**src/rtl/otg_role_pkg.sv**
```systemverilog
package otg_role_pkg;

  typedef enum logic [3:0] {
    ST_OFF,
    ST_SETTLE,
    ST_ARM,
    ST_READY,
    ST_BH_APPLY,
    ST_BH_DONE,
    ST_AH_APPLY,
    ST_AH_DONE
  } seq_state_e;

  typedef struct packed {
    logic dp_pd;
    logic dm_pd;
    logic peri;
    logic vbus;
  } line_cfg_t;

  // B-device indication; with level sensing the ID sense flips when VBUS is absent
  function automatic logic dev_is_b(input logic id, input logic vbus_ok,
                                    input logic level_sense);
    if (level_sense) return vbus_ok ? id : ~id;
    return id;
  endfunction

  function automatic line_cfg_t host_cfg(input logic vbus_on);
    line_cfg_t c;
    c.dp_pd = 1'b1;
    c.dm_pd = 1'b1;
    c.peri  = 1'b0;
    c.vbus  = vbus_on;
    return c;
  endfunction

  function automatic line_cfg_t peri_cfg(input logic vbus_on);
    line_cfg_t c;
    c.dp_pd = 1'b0;
    c.dm_pd = 1'b1;
    c.peri  = 1'b1;
    c.vbus  = vbus_on;
    return c;
  endfunction

endpackage

```
**src/rtl/otg_in_sync.sv**
```systemverilog
module otg_in_sync #(
  parameter int NBITS = 3
) (
  input  logic             clk,
  input  logic             rst_n,
  input  logic [NBITS-1:0] raw_i,
  output logic [NBITS-1:0] sync_o,
  output logic [NBITS-1:0] chg_o
);

  logic [NBITS-1:0] meta_q;
  logic [NBITS-1:0] sync_q;
  logic [NBITS-1:0] prev_q;

  for (genvar i = 0; i < NBITS; i++) begin : g_bit
    always_ff @(posedge clk or negedge rst_n) begin
      if (!rst_n) begin
        meta_q[i] <= 1'b0;
        sync_q[i] <= 1'b0;
        prev_q[i] <= 1'b0;
      end else begin
        meta_q[i] <= raw_i[i];
        sync_q[i] <= meta_q[i];
        prev_q[i] <= sync_q[i];
      end
    end
    assign chg_o[i] = sync_q[i] ^ prev_q[i];
  end

  assign sync_o = sync_q;

endmodule

```
**src/rtl/otg_chg_status.sv**
```systemverilog
module otg_chg_status #(
  parameter int NB = 2
) (
  input  logic          clk,
  input  logic          rst_n,
  input  logic [NB-1:0] set_i,
  input  logic          clr_we_i,
  input  logic [NB-1:0] clr_data_i,
  input  logic          clr_all_i,
  input  logic [NB-1:0] en_i,
  input  logic          armed_i,
  input  logic          mask_i,
  output logic [NB-1:0] status_o,
  output logic          irq_o,
  output logic          fire_o
);

  logic [NB-1:0] st_q;
  logic [NB-1:0] clr_bits;
  logic          open_gate;

  assign clr_bits  = clr_we_i ? clr_data_i : '0;
  assign open_gate = armed_i & ~mask_i;

  always_ff @(posedge clk or negedge rst_n) begin
    if (!rst_n)         st_q <= '0;
    else if (clr_all_i) st_q <= '0;
    else                st_q <= (st_q & ~clr_bits) | set_i;
  end

  assign status_o = st_q;
  assign irq_o    = open_gate & (|(st_q & en_i));
  assign fire_o   = open_gate & (|(set_i & en_i));

  for (genvar i = 0; i < NB; i++) begin : g_chk
    p_sticky_r8: assert property (@(posedge clk) disable iff (!rst_n)
      (st_q[i] && !clr_all_i && !(clr_we_i && clr_data_i[i])) |=> st_q[i]);
    p_set_r8: assert property (@(posedge clk) disable iff (!rst_n)
      (set_i[i] && !clr_all_i) |=> st_q[i]);
  end

endmodule

```
**src/rtl/otg_role_seq.sv**
```systemverilog
module otg_role_seq
  import otg_role_pkg::*;
#(
  parameter int   SETTLE_CYCLES = 2000000,
  parameter logic LEVEL_SENSE   = 1'b1
) (
  input  logic clk,
  input  logic rst_n,
  input  logic en_i,
  input  logic dual_role_i,
  input  logic id_s_i,
  input  logic vbus_s_i,
  input  logic fire_i,
  input  logic req_valid_i,
  input  logic req_host_i,
  output line_cfg_t line_o,
  output logic pd_en_o,
  output logic id_pullup_o,
  output logic nodrv_o,
  output logic mask_o,
  output logic armed_o,
  output logic clr_all_o,
  output logic err_o,
  output logic busy_o
);

  localparam int CNT_W = $clog2(SETTLE_CYCLES + 1);
  localparam logic [CNT_W-1:0] CNT_LOAD = CNT_W'(SETTLE_CYCLES - 1);

  seq_state_e       state_q;
  line_cfg_t        line_q;
  logic [CNT_W-1:0] cnt_q;
  logic             pd_en_q, idpu_q, nodrv_q, mask_q, armed_q, clr_q, err_q;
  logic             recog_pend_q, req_pend_q, req_host_q;
  logic             dev_b;
  logic             is_host;
  line_cfg_t        recog_cfg;

  if (LEVEL_SENSE) begin : g_level
    assign dev_b = dev_is_b(id_s_i, vbus_s_i, 1'b1);
  end else begin : g_plain
    assign dev_b = dev_is_b(id_s_i, vbus_s_i, 1'b0);
  end

  assign is_host   = ~line_q.peri;
  assign recog_cfg = dev_b ? peri_cfg(1'b0) : host_cfg(1'b1);

  always_ff @(posedge clk or negedge rst_n) begin
    if (!rst_n) begin
      state_q      <= ST_OFF;
      line_q       <= peri_cfg(1'b0);
      line_q.dm_pd <= 1'b0;
      cnt_q        <= '0;
      pd_en_q      <= 1'b0;
      idpu_q       <= 1'b0;
      nodrv_q      <= 1'b0;
      mask_q       <= 1'b0;
      armed_q      <= 1'b0;
      clr_q        <= 1'b0;
      err_q        <= 1'b0;
      recog_pend_q <= 1'b0;
      req_pend_q   <= 1'b0;
      req_host_q   <= 1'b0;
    end else begin
      clr_q <= 1'b0;
      err_q <= 1'b0;
      case (state_q)
        ST_OFF: begin
          if (req_pend_q) begin
            err_q      <= 1'b1;
            req_pend_q <= 1'b0;
          end
          if (en_i && dual_role_i) begin
            pd_en_q      <= 1'b1;
            idpu_q       <= 1'b1;
            line_q.dp_pd <= 1'b0;
            line_q.dm_pd <= 1'b1;
            cnt_q        <= CNT_LOAD;
            state_q      <= ST_SETTLE;
          end
        end
        ST_SETTLE: begin
          if (cnt_q == '0) begin
            clr_q   <= 1'b1;
            armed_q <= 1'b1;
            state_q <= ST_ARM;
          end else begin
            cnt_q <= cnt_q - 1'b1;
          end
        end
        ST_ARM: begin
          line_q       <= recog_cfg;
          recog_pend_q <= 1'b0;
          state_q      <= ST_READY;
        end
        ST_READY: begin
          if (!en_i || !dual_role_i) begin
            armed_q <= 1'b0;
            state_q <= ST_OFF;
          end else if (recog_pend_q) begin
            line_q       <= recog_cfg;
            recog_pend_q <= 1'b0;
          end else if (req_pend_q) begin
            req_pend_q <= 1'b0;
            if (req_host_q == is_host) begin
              err_q <= 1'b1;
            end else if (req_host_q) begin
              if (dev_b) begin
                nodrv_q <= 1'b1;
                state_q <= ST_BH_APPLY;
              end else begin
                mask_q  <= 1'b1;
                state_q <= ST_AH_APPLY;
              end
            end else begin
              line_q <= peri_cfg(~dev_b);
            end
          end
        end
        ST_BH_APPLY: begin
          line_q  <= host_cfg(1'b0);
          state_q <= ST_BH_DONE;
        end
        ST_BH_DONE: begin
          nodrv_q <= 1'b0;
          state_q <= ST_READY;
        end
        ST_AH_APPLY: begin
          line_q  <= host_cfg(1'b1);
          state_q <= ST_AH_DONE;
        end
        ST_AH_DONE: begin
          mask_q  <= 1'b0;
          state_q <= ST_READY;
        end
        default: state_q <= ST_OFF;
      endcase
      if (fire_i) recog_pend_q <= 1'b1;
      if (req_valid_i) begin
        req_pend_q <= 1'b1;
        req_host_q <= req_host_i;
      end
    end
  end

  assign line_o      = line_q;
  assign pd_en_o     = pd_en_q;
  assign id_pullup_o = idpu_q;
  assign nodrv_o     = nodrv_q;
  assign mask_o      = mask_q;
  assign armed_o     = armed_q;
  assign clr_all_o   = clr_q;
  assign err_o       = err_q;
  assign busy_o      = (state_q != ST_OFF) && (state_q != ST_READY);

  p_nodrv_from_peri_r4: assert property (@(posedge clk) disable iff (!rst_n)
    $rose(nodrv_q) |-> line_q.peri);
  p_nodrv_to_host_r4: assert property (@(posedge clk) disable iff (!rst_n)
    $fell(nodrv_q) |-> !line_q.peri);
  p_mask_from_peri_r6: assert property (@(posedge clk) disable iff (!rst_n)
    $rose(mask_q) |-> line_q.peri);
  p_mask_to_host_r6: assert property (@(posedge clk) disable iff (!rst_n)
    $fell(mask_q) |-> (!line_q.peri && line_q.vbus));
  p_err_src_r10: assert property (@(posedge clk) disable iff (!rst_n)
    err_q |-> ($past(state_q) == ST_READY || $past(state_q) == ST_OFF));
  p_ready_lines_r11: assert property (@(posedge clk) disable iff (!rst_n)
    (state_q == ST_READY) |-> (pd_en_q && idpu_q && line_q.dm_pd));

endmodule

```
**src/rtl/otg_role_ctrl.sv**
```systemverilog
module otg_role_ctrl
  import otg_role_pkg::*;
#(
  parameter int   SETTLE_CYCLES = 2000000,
  parameter logic LEVEL_SENSE   = 1'b1
) (
  input  logic       clk,
  input  logic       rst_n,
  input  logic       enable_i,
  input  logic       dual_role_i,
  input  logic       id_pin_i,
  input  logic       vbus_valid_i,
  input  logic       sess_valid_i,
  input  logic       role_req_i,
  input  logic       role_req_host_i,
  input  logic [1:0] chg_irq_en_i,
  input  logic       chg_clr_we_i,
  input  logic [1:0] chg_clr_data_i,
  output logic       dp_pd_en_o,
  output logic       dm_pd_en_o,
  output logic       dp_pd_o,
  output logic       dm_pd_o,
  output logic       id_pullup_o,
  output logic       no_drive_o,
  output logic       peri_mode_o,
  output logic       vbus_drv_o,
  output logic       role_host_o,
  output logic       busy_o,
  output logic       req_err_o,
  output logic [1:0] chg_status_o,
  output logic       chg_irq_o
);

  localparam int NSYNC = 3;  // [0] ID, [1] session-valid, [2] VBUS-valid

  logic [NSYNC-1:0] sync_v, chg_v;
  logic             fire, armed, mask, clr_all, pd_en;
  line_cfg_t        line;
  logic             unused_bits;

  otg_in_sync #(.NBITS(NSYNC)) u_sync (
    .clk    (clk),
    .rst_n  (rst_n),
    .raw_i  ({vbus_valid_i, sess_valid_i, id_pin_i}),
    .sync_o (sync_v),
    .chg_o  (chg_v)
  );

  otg_chg_status #(.NB(2)) u_status (
    .clk        (clk),
    .rst_n      (rst_n),
    .set_i      (chg_v[1:0]),
    .clr_we_i   (chg_clr_we_i),
    .clr_data_i (chg_clr_data_i),
    .clr_all_i  (clr_all),
    .en_i       (chg_irq_en_i),
    .armed_i    (armed),
    .mask_i     (mask),
    .status_o   (chg_status_o),
    .irq_o      (chg_irq_o),
    .fire_o     (fire)
  );

  otg_role_seq #(
    .SETTLE_CYCLES (SETTLE_CYCLES),
    .LEVEL_SENSE   (LEVEL_SENSE)
  ) u_seq (
    .clk         (clk),
    .rst_n       (rst_n),
    .en_i        (enable_i),
    .dual_role_i (dual_role_i),
    .id_s_i      (sync_v[0]),
    .vbus_s_i    (sync_v[2]),
    .fire_i      (fire),
    .req_valid_i (role_req_i),
    .req_host_i  (role_req_host_i),
    .line_o      (line),
    .pd_en_o     (pd_en),
    .id_pullup_o (id_pullup_o),
    .nodrv_o     (no_drive_o),
    .mask_o      (mask),
    .armed_o     (armed),
    .clr_all_o   (clr_all),
    .err_o       (req_err_o),
    .busy_o      (busy_o)
  );

  assign unused_bits = ^{sync_v[1], chg_v[2]};

  assign dp_pd_en_o  = pd_en;
  assign dm_pd_en_o  = pd_en;
  assign dp_pd_o     = line.dp_pd;
  assign dm_pd_o     = line.dm_pd;
  assign peri_mode_o = line.peri;
  assign vbus_drv_o  = line.vbus;
  assign role_host_o = ~line.peri;

endmodule

```
**config.mk**
```make
export PLATFORM = sky130hd
export DESIGN_NAME = otg_role_ctrl
export DESIGN_NICKNAME = d
export VERILOG_FILES = /design/src/rtl/otg_role_pkg.sv /design/src/rtl/otg_in_sync.sv /design/src/rtl/otg_chg_status.sv /design/src/rtl/otg_role_seq.sv /design/src/rtl/otg_role_ctrl.sv
export SDC_FILE = /design/constraint.sdc
export NUM_CORES = 1
export LEC_CHECK = 0
export ABC_AREA = 1
export ABC_CLOCK_PERIOD_IN_PS = 2400
export BUFFER_PORTS_ARGS = -buffer_cell sky130_fd_sc_hd__buf_2
export CORE_UTILIZATION = 55
export CTS_BUF_LIST = sky130_fd_sc_hd__clkbuf_4 sky130_fd_sc_hd__clkbuf_8
export CTS_CLUSTER_SIZE = 20
export DETAILED_ROUTE_END_ITERATION = 10
export GPL_TIMING_DRIVEN = 0
export PLACE_DENSITY_LB_ADDON = 0.1
export SYNTH_ARGS = -nofsm -noshare
export SYNTH_HDL_FRONTEND = slang
export SYNTH_SLANG_ARGS = --single-unit
```
**constraint.sdc**
```tcl
create_clock -name clk -period 2.4 [get_ports clk]
set_input_delay 0.36 -clock clk [delete_from_list [all_inputs] [get_ports clk]]
set_output_delay 0.36 -clock clk [all_outputs]
set_load 0.01 [all_outputs]
```
==> results.txt, run 1 <==
- DRC violations left: 0
* Count of different cell masters after synthesis: 31
* Worst-skew pair later-pin latency: approximately 310 ps
- Summed over all cells, the static leakage comes to between 1.5 and 2 nW.
- STA puts the critical path data required time at slightly above 2000 ps.
- Synthesis Warnings: 0
- Dividing the final minimum period by the clock period gives roughly four fifths.
* First-pass detailed-route iteration total: 4
- After clock tree synthesis, the clock-pin slew on the worst setup and hold paths is ~90 ps.
- Clock tree synthesis found a total of 47 sinks.
* Critical path data arrival time: 1540 ps
- Hold repair after CTS inserted 0 buffers.
- After synthesis, flip-flops and latches occupy a little over two fifths of the total area.
- The first global-routing pass estimated 9670 um of wire.
- Global routing used about a quarter of the available tracks across all layers.
- After detailed routing, the average wire length per cell comes to 11.7 um.
- The worst setup path is of the flip-flop to output port kind.
* Synthesis-stage register bit count: 47
- Number of cell rows: 25
- Post-CTS timing repair inserted 0 buffers for setup.
- The die covers ~0.0052 sq mm.
- The most critical setup path has its endpoint at busy_o.
* Deepest level of the CTS H-tree: 2
* Detailed router's first-iteration violation count: roughly 120
* Critical R2R Launch: u_seq.cnt_q[0]
- The number of global-route vias before repair was between 2000 and 2500.
- The initial utilization of the core area, before any placement, comes to between 50% and 60%.
- Number of gates given a new drive strength after cts: 0
- The count of buffers added on input and output ports is 27.
- Total wire length after detailed routing: 5690 um
- Final cell count without fillers: 485
* Post-detailed-placement half-perimeter wirelength: around 4000 um
- The signal on the critical path passes through buf_2, nand2_1, nor2_2, inv_1, nand2_1, inv_1, buf_2.
- CTS placed an instance of clkbuf_8 at the clock tree root.
* Growth of design area from synthesis to finish: 12.3%
- The number of nets handed over by synthesis was between 300 and 400.
- Setup repair after global routing left no endpoint under its margin.
- Summed over all layers, the global routing overflow is 0.
- Result of the run: finished, final reports clean
- Post-route ant nets: 0
* CTS Buf Count: 5
* Total placed cells including tap cells: 477
* Die span in y: between 70 and 80 um
* Number of nets in the layout: roughly 430
- Die extent in x: about 72 um
- CTS tree: built
- Worst slew pin tran: between 1000 and 1500 ps
* Max-Slew Margin vs Limit: a little under a third
- The average instance in the mapped netlist occupies slightly above 7 sq um.
* Number of endpoints with negative hold slack in the final report: 0
- Synthesis produced approximately 380 cells.
- Across the VDD grid, the largest voltage drop is around 0.5 mV.
* Final-report max-slew violation count: 0
- Critical Path Start: u_seq.state_q[1]
- Setup TNS: 0 ps
* Worst min path class: primary input to flip-flop
- Via density per instance: 5.00
* Std-Cell Core Area: approximately 0.0047 sq mm
* Largest net degree at the start of global routing: 48
* Start point of the worst hold path: sess_valid_i
- In this run the deepest clock path goes through 2 buffers.
* Depth of the most critical reg-to-reg path: 10
* I/O pin count: 28
* Maximum cell stage delay along the critical path: between 300 and 400 ps
* Clock tree skew after final layout: just under 10 ps
* Power density cells: ~1100 mW/mm^2
- Routability-driven placement finished with a final weighted congestion of between 0.9 and 1.
* Fraction of final layout cells with drive strength greater than 1: 14.1%
- Worst-case register-to-register setup slack: 590 ps
* Startpoint kind of the worst setup timing path: flip-flop
* Fin crit period: around 1900 ps
- Across the run, the number of max-cap violations was 0.
- 0 antenna diodes ended up in the layout.
* Setup violations, final: 0
* Worst reg2reg endpoint: u_seq.cnt_q[6]
- Total vias in the final route: about 2400
* Synthesized area: around 0.0027 sq mm
- Endpoint kind of the worst setup timing path: output port
- Highest Clock Rate: ~530 MHz
- Initial antenna violation count: 0
* Master of the slowest instance on the critical path: dfrtp_1
- Along the worst path, the maximum fanout reaches 8.
==> worst min path at each step <==
| stage | endpoint | cells after the start |
|---|---|---|
| global route | u_sync.meta_q[1] | 1 |
| CTS | u_sync.meta_q[1] | 1 |
| global placement | u_sync.sync_o[1] | 0 |
| finish | u_sync.meta_q[1] | 1 |
| floorplan | u_seq.armed_o | 0 |
| detailed placement | u_sync.sync_o[2] | 0 |
==> layer usage <==
metal | wire length, um | vias up | share of wire [%] | GRT usage [%]
met5 | 0 | - | 0 | 0
met4 | 108 | 0 | 1.9 | 9.15
met3 | 142 | 10 | 2.5 | 4.72
met2 | 2770 | 46 | 49 | 42.8
met1 | 2670 | 1099 | 47 | 28.8
li1 | - | 1272 | - | -
==> worst max-delay path: cells and delay by family (launching register included) <==
kind	cells	cell delay [ps]
and+or+nand+nor	3	430
DFF	1	320
buffers and inverters	4	490
==> synth_stat cells (all sizes together) <==
| cell type | number | area [sq um] |
|---|---|---|
| clkbuf | 3 | 11.3 |
| nand3b | 2 | 15.0 |
| a21boi | 1 | 7.51 |
| nor3 | 5 | 25.0 |
| xnor2 | 5 | 43.8 |
| nor2 | 51 | 216 |
| inv | 38 | 143 |
| dfstp | 1 | 26.3 |
| o21ai | 7 | 46.3 |
| nand3 | 51 | 255 |
| o22ai | 2 | 12.5 |
| buf | 8 | 68.8 |
| and2 | 1 | 6.26 |
| a21oi | 5 | 25.0 |
| dfrtp | 46 | 1150 |
| o31ai | 1 | 7.51 |
| clkinv | 1 | 3.75 |
| ha | 2 | 25.0 |
| or2 | 4 | 25.0 |
| a211oi | 1 | 7.51 |
| nand2 | 142 | 546 |
| xor2 | 1 | 8.76 |
| nand4 | 5 | 31.3 |
==> cell usage in the layout (no fill, tap or decap), drive strengths merged <==
master    synthesis  layout
nand2           142     142
a211oi            1       1
and2              1       1
xnor2             5       5
nor3              5       5
nand3            51      51
nor2             51      51
clkinv            1       1
ha                2       2
o31ai             1       1
dfrtp            46      46
o21ai             7       7
inv              38      39
xor2              1       1
a21boi            1       1
clkbuf            3       8
nand3b            2       2
or2               4       4
dfstp             1       1
a21oi             5       5
nand4             5       5
clkinvlp          0       1
buf               8      35
bufinv            0       1
o22ai             2       2
==> logic make-up after synthesis <==
family                   synth area share, %
flip-flops                              43.5
XOR/XNOR                                1.94
buffers and inverters                   8.36
adder cells (fa/ha/maj)                0.924
AND/OR/NAND/NOR                         41.4
AO/OA/AOI/OAI                           3.93
==> where the power goes <==
part	leakage [nW]	internal, W	switching, W
registers	0.568	0.00101	0.000199
logic	0.951	0.000566	0.00103
clock network	0.0548	0.000314	0.000283
total	1.57	0.00189	0.00151
==> registers in the layout (all words and copies together) (netlist names) <==
| name | cells |
|---|---|
| u_seq.req_host_q | 1 |
| u_seq.clr_all_o | 1 |
| u_seq.armed_o | 1 |
| u_seq.line_o | 4 |
| u_sync.sync_o | 3 |
| u_seq.mask_o | 1 |
| u_seq.err_o | 1 |
| u_seq.state_q | 3 |
| u_sync.meta_q | 3 |
| u_seq.req_pend_q | 1 |
| u_status.status_o | 2 |
| u_seq.recog_pend_q | 1 |
| u_seq.pd_en_o | 1 |
| u_sync.prev_q | 2 |
| u_seq.nodrv_o | 1 |
| u_seq.cnt_q | 21 |
==> area by class of cell <==
cell class / instances / area [sq um]
plain buffers: 11 / 80.1
inverters: 39 / 146
clock inverters: 3 / 46.3
multi-input cells: 286 / 1300
repair buffers: 27 / 135
clock buffers: 5 / 68.8
fillers: 446 / 1680
flip-flops and latches: 47 / 1180
well taps: 67 / 83.8
==> stage by stage <==
step | worst slack, ps | utilization [%] | hold slack, ps | area, sq um | total power [W]
2_1_floorplan | 840 | - | 64.4 | 2710 | 0.00241
3_3_place_gp | 629 | 62.0 | 332 | 2930 | 0.00279
3_5_place_dp | 606 | 62.0 | 339 | 2930 | 0.00282
4_1_cts | 497 | 64.4 | 147 | 3040 | 0.00343
5_1_grt | 363 | 64.4 | 135 | 3040 | 0.00373
6_report | 503 | 64.4 | 154 | 3040 | 0.00340
(Power assumes the default switching activity.)
==> run 2, diff against run 1 <==
ABC_AREA = 0   (was 1)
ABC_CLOCK_PERIOD_IN_PS = 1850   (was 2400)
clock period = 1.85 ns   (was 2.4 ns; I/O delays follow)
==> results.txt, run 2 <==
- The leakage power figure came to 1.34 nW (-15%).
* Via density per instance: 6.04 (+21%)
* Die extent in x: 67.8 um (-6.1%)
- Most numerous cell in the Yosys netlist: dfrtp_1
- The count of TritonRoute iterations in the first routing pass is 4 (unchanged).
- GR met1 Demand/Resource: 35.3% (+6.5 points)
- The number of diodes is 0 (unchanged).
- The top cell types in the final layout, fill and taps aside, are 44 x dfrtp_1, 28 x buf_2, 24 x buf_4.
- Global-route wire length before repair: 8890 um (-8.1%)
- Detailed router's first-iteration violation count: 120 (-2.4%)
- Ratio of final minimum period to clock period: 115%
* Final cell count without fillers: 345 (-29%)
- Maximum clock insertion buffer count: 2 (unchanged)
- Largest register FFs: 21 (unchanged)
* Fraction of final layout cells with drive strength greater than 1: 37.3% (+23 points)
- The clock network latency to the later pin of the worst-skew pair was 310 ps (about the same).
- Initial antenna violation count: 0 (unchanged)
- Failing checks: negative setup slack
- I/O pin count: 28 (unchanged)
* Initial core utilization: 58.2% (+0.88 points)
- The data arrival time at the worst-slack endpoint is 2340 ps (+800 ps).
- Critical path fanouts, max: 3 (-5)
* Largest register by flop count: u_seq.cnt_q
- Among all stages on the critical path, the largest delay is contributed by or4_4.
- The number of buffers added on ports was 27 (unchanged).
- Most used cell along the critical path: or4_4
- Count of mapped cells out of synthesis: 234 (-39%)
- The total power came to 0.00194 W (-43%).
- Post-route ant nets: 0 (unchanged)
* Total global-route track usage: 26.7% (+2.6 points)
- Synthesis Warnings: 0 (unchanged)
- Setup violations, final: 25 (+25)
* Endpoint kind of the worst setup timing path: flip-flop
* CTS Buf Count: 5 (unchanged)
* Synthesized Nets: 250 (-37%)
* Total vias in the final route: 2084 (-14%)
- Clock transition time at the flip-flop clock pins of the worst setup and hold paths: 90 ps (about the same)
- Maximum cell stage delay along the critical path: 610 ps (+290 ps)
- The tree is rooted in a clkbuf_8.
* Startpoint kind of the worst setup timing path: flip-flop
- The row count was 23 (-8.0%).
* Number of flops mapped to enable cells by yosys: 0 (unchanged)
- By startpoint and endpoint, the worst setup path is classified as flip-flop to flip-flop.
- Max-cap violations: 0 (unchanged)
- The distinct cell type count after synthesis was 51 (+65%).
- Fraction of synthesis flops using an asynchronous set or reset pin: 100% (unchanged)
- Met2 capacity usage during global routing: 43.2% (+0.41 points)
- Busiest metal layer after global routing: met2
* Fraction of the yosys area taken by sequential cells: 49.5% (+6.0 points)
* Worst slew pin tran: 1000 ps (-28.2 ps)
- TritonCTS built the clock tree.
- Worst min path class: primary input to flip-flop
- Leading cell type in the layout, fill and taps excluded: dfrtp_1
* Number of nets in the layout: 310 (-28%)
- Maximum vdd ir drop: 0.607 mV (+20%)
- Largest net degree at the start of global routing: 48 (unchanged)
* Largest area contributor in the synthesized netlist: dfrtp_1
- Static timing analysis puts the maximum clock frequency at roughly 470 MHz.
- Deepest level of the CTS H-tree: 2 (unchanged)
- The standard cell core area was 0.00409 sq mm (-13%).
- Final core utilization: 76.8% (+12 points)
- Growth of design area from synthesis to finish: 31.9%
- Number of endpoints with negative hold slack in the final report: 0 (unchanged)
- Die span in y: 67.8 um (-6.1%)
- Power density cells: 618 mW/mm^2 (-45%)
* Setup TNS: -2890 ps (-2890 ps)
- Setup repair after global routing missed its margin: yes
* Number of global-route vias before repair: 1920 (-15%)
* Total placed cells including tap cells: 311 (-35%)
- The average instance area after synthesis is 10.2 sq um (+44%).
- Post-detailed-placement half-perimeter wirelength: 3350 um (-19%)
- Total wire length after detailed routing: 5730 um (+0.70%)
- Final weighted congestion of routability-driven global placement: 0.834 (-8.3%)
- Final-report max-slew violation count: 0 (unchanged)
* Sink Count: 47 (unchanged)
- The worst endpoint required time was 2070 ps (+30 ps).
- Counting instances in the post-synthesis netlist gives the leading cell types as 46 x dfrtp_1, 21 x nor2_1, 15 x nand2_1.
- Max-Slew Margin vs Limit: 33.2% (+1.9 points)
- Synthesis-stage register bit count: 47 (unchanged)
- Final global-route overflow total: 0 (unchanged)
* Fin crit period: ~2100 ps
- The share of the synthesized area in the top cell type was 48.4% (+5.9 points).
- Setup WS post-layout: -270 ps (-773 ps)
* Biggest area contributors in the synthesized netlist: dfrtp_1 48%, mux2i_1 4.2%, nor2_1 3.3%
- Result of the run: finished, violations left
- Clock tree skew after final layout: 8.16 ps (-1.52 ps)
* Synthesized area: 0.00238 sq mm (-12%)
* Average routed wire per standard cell: 16.6 um (+42%)
* # hold bufs at CTS: 0 (unchanged)
- DRC violations left: 0 (unchanged)
- Met3 routing resource usage after global routing: 5.57% (+0.85 points)
- Walking the worst path, the cells encountered are or4_4, or4_4, o21ai_4, mux2i_1.
* Top FF cell, synth: dfrtp_1
- The full die area was 0.00459 sq mm (-12%).
* Post-placement worst setup slack: -356 ps (-962 ps)
run 2: cell count changes after synthesis, moves of 7 or more:
cell | before | now
a21oi_1 | 5 | 13
inv_1 | 38 | 6
mux2i_1 | 0 | 10
nand2_1 | 139 | 15
nand3_1 | 51 | 6
nor2_1 | 43 | 21
nor2_2 | 7 | 0
o31ai_1 | 1 | 8
run 2: path summary, 6_finish.rpt:
check	slack, ps	start	endpoint	cells after the start
max	-270	u_seq.cnt_q[13]	u_seq.cnt_q[1]	4
min reg2reg	350	u_sync.meta_q[2]	u_sync.sync_o[2]	0
max reg2reg	-270	u_seq.cnt_q[13]	u_seq.cnt_q[1]	4
min in group asynchronous	130	rst_n	u_seq.cnt_q[16]	1
max in group asynchronous	1030	rst_n	u_seq.cnt_q[7]	1
min	80	vbus_valid_i	u_sync.meta_q[2]	1
run 2: per-stage QoR:
stage,hold slack (ps),cell area [sq um]
after floorplan,-18.1,2400
after global placement,332,2600
after detailed placement,336,2600
after CTS,71.2,2980
after global routing,61.3,3140
final,76.5,3140
run 2: cell type report:
class | instances | area (sq um)
multi-input combinational | 171 | 1340
sequential | 47 | 1180
fill | 264 | 948
timing repair buffer | 54 | 365
clock buffer | 5 | 68.8
tap | 50 | 62.6
buffer | 9 | 53.8
clock inverter | 3 | 43.8
inverter | 6 | 22.5
run 2: per-layer routing:
layer  vias to the layer above  part of all wire (%)
met5                         -                     0
met3                        11                   3.2
li1                        989                     -
met2                        56                    49
met4                         0                   2.1
met1                      1028                    46
run 2: worst max-delay path, delay by kind of cell, from the launching register on:
family | cells | cell delay [ps]
DFF | 1 | 400
AOI/OAI and AO/OA | 1 | 210
muxes | 1 | 230
and+or+nand+nor | 2 | 1200
run 2: repair_timing:
item	CTS	global route
pin swaps	8	13
gates resized for setup	28	20
cloned	0	0
buffers inserted	17	11
endpoints found under the setup margin	27	27
hold endpoints to repair	0	0
run 2: power breakdown:
| group | total, W | leakage [nW] | switching [W] | internal, W |
|---|---|---|---|---|
| Sequential | 0.00107 | 0.539 | 0.0000222 | 0.00105 |
| Clock | 0.000756 | 0.0581 | 0.000353 | 0.000402 |
| Combinational | 0.000111 | 0.743 | 0.0000628 | 0.0000480 |
run 2: cells by family (layout without fill, tap and decap cells):
kind of cell | after synthesis | after routing | synth area share [%]
AND/OR/NAND/NOR | 98 | 98 | 23.7
AO/OA/AOI/OAI | 54 | 54 | 15.8
flip-flops | 47 | 47 | 49.5
buffers and inverters | 16 | 77 | 2.95
multiplexers | 12 | 12 | 5.16
XOR/XNOR | 5 | 5 | 1.84
adder cells (fa/ha/maj) | 2 | 2 | 1.05
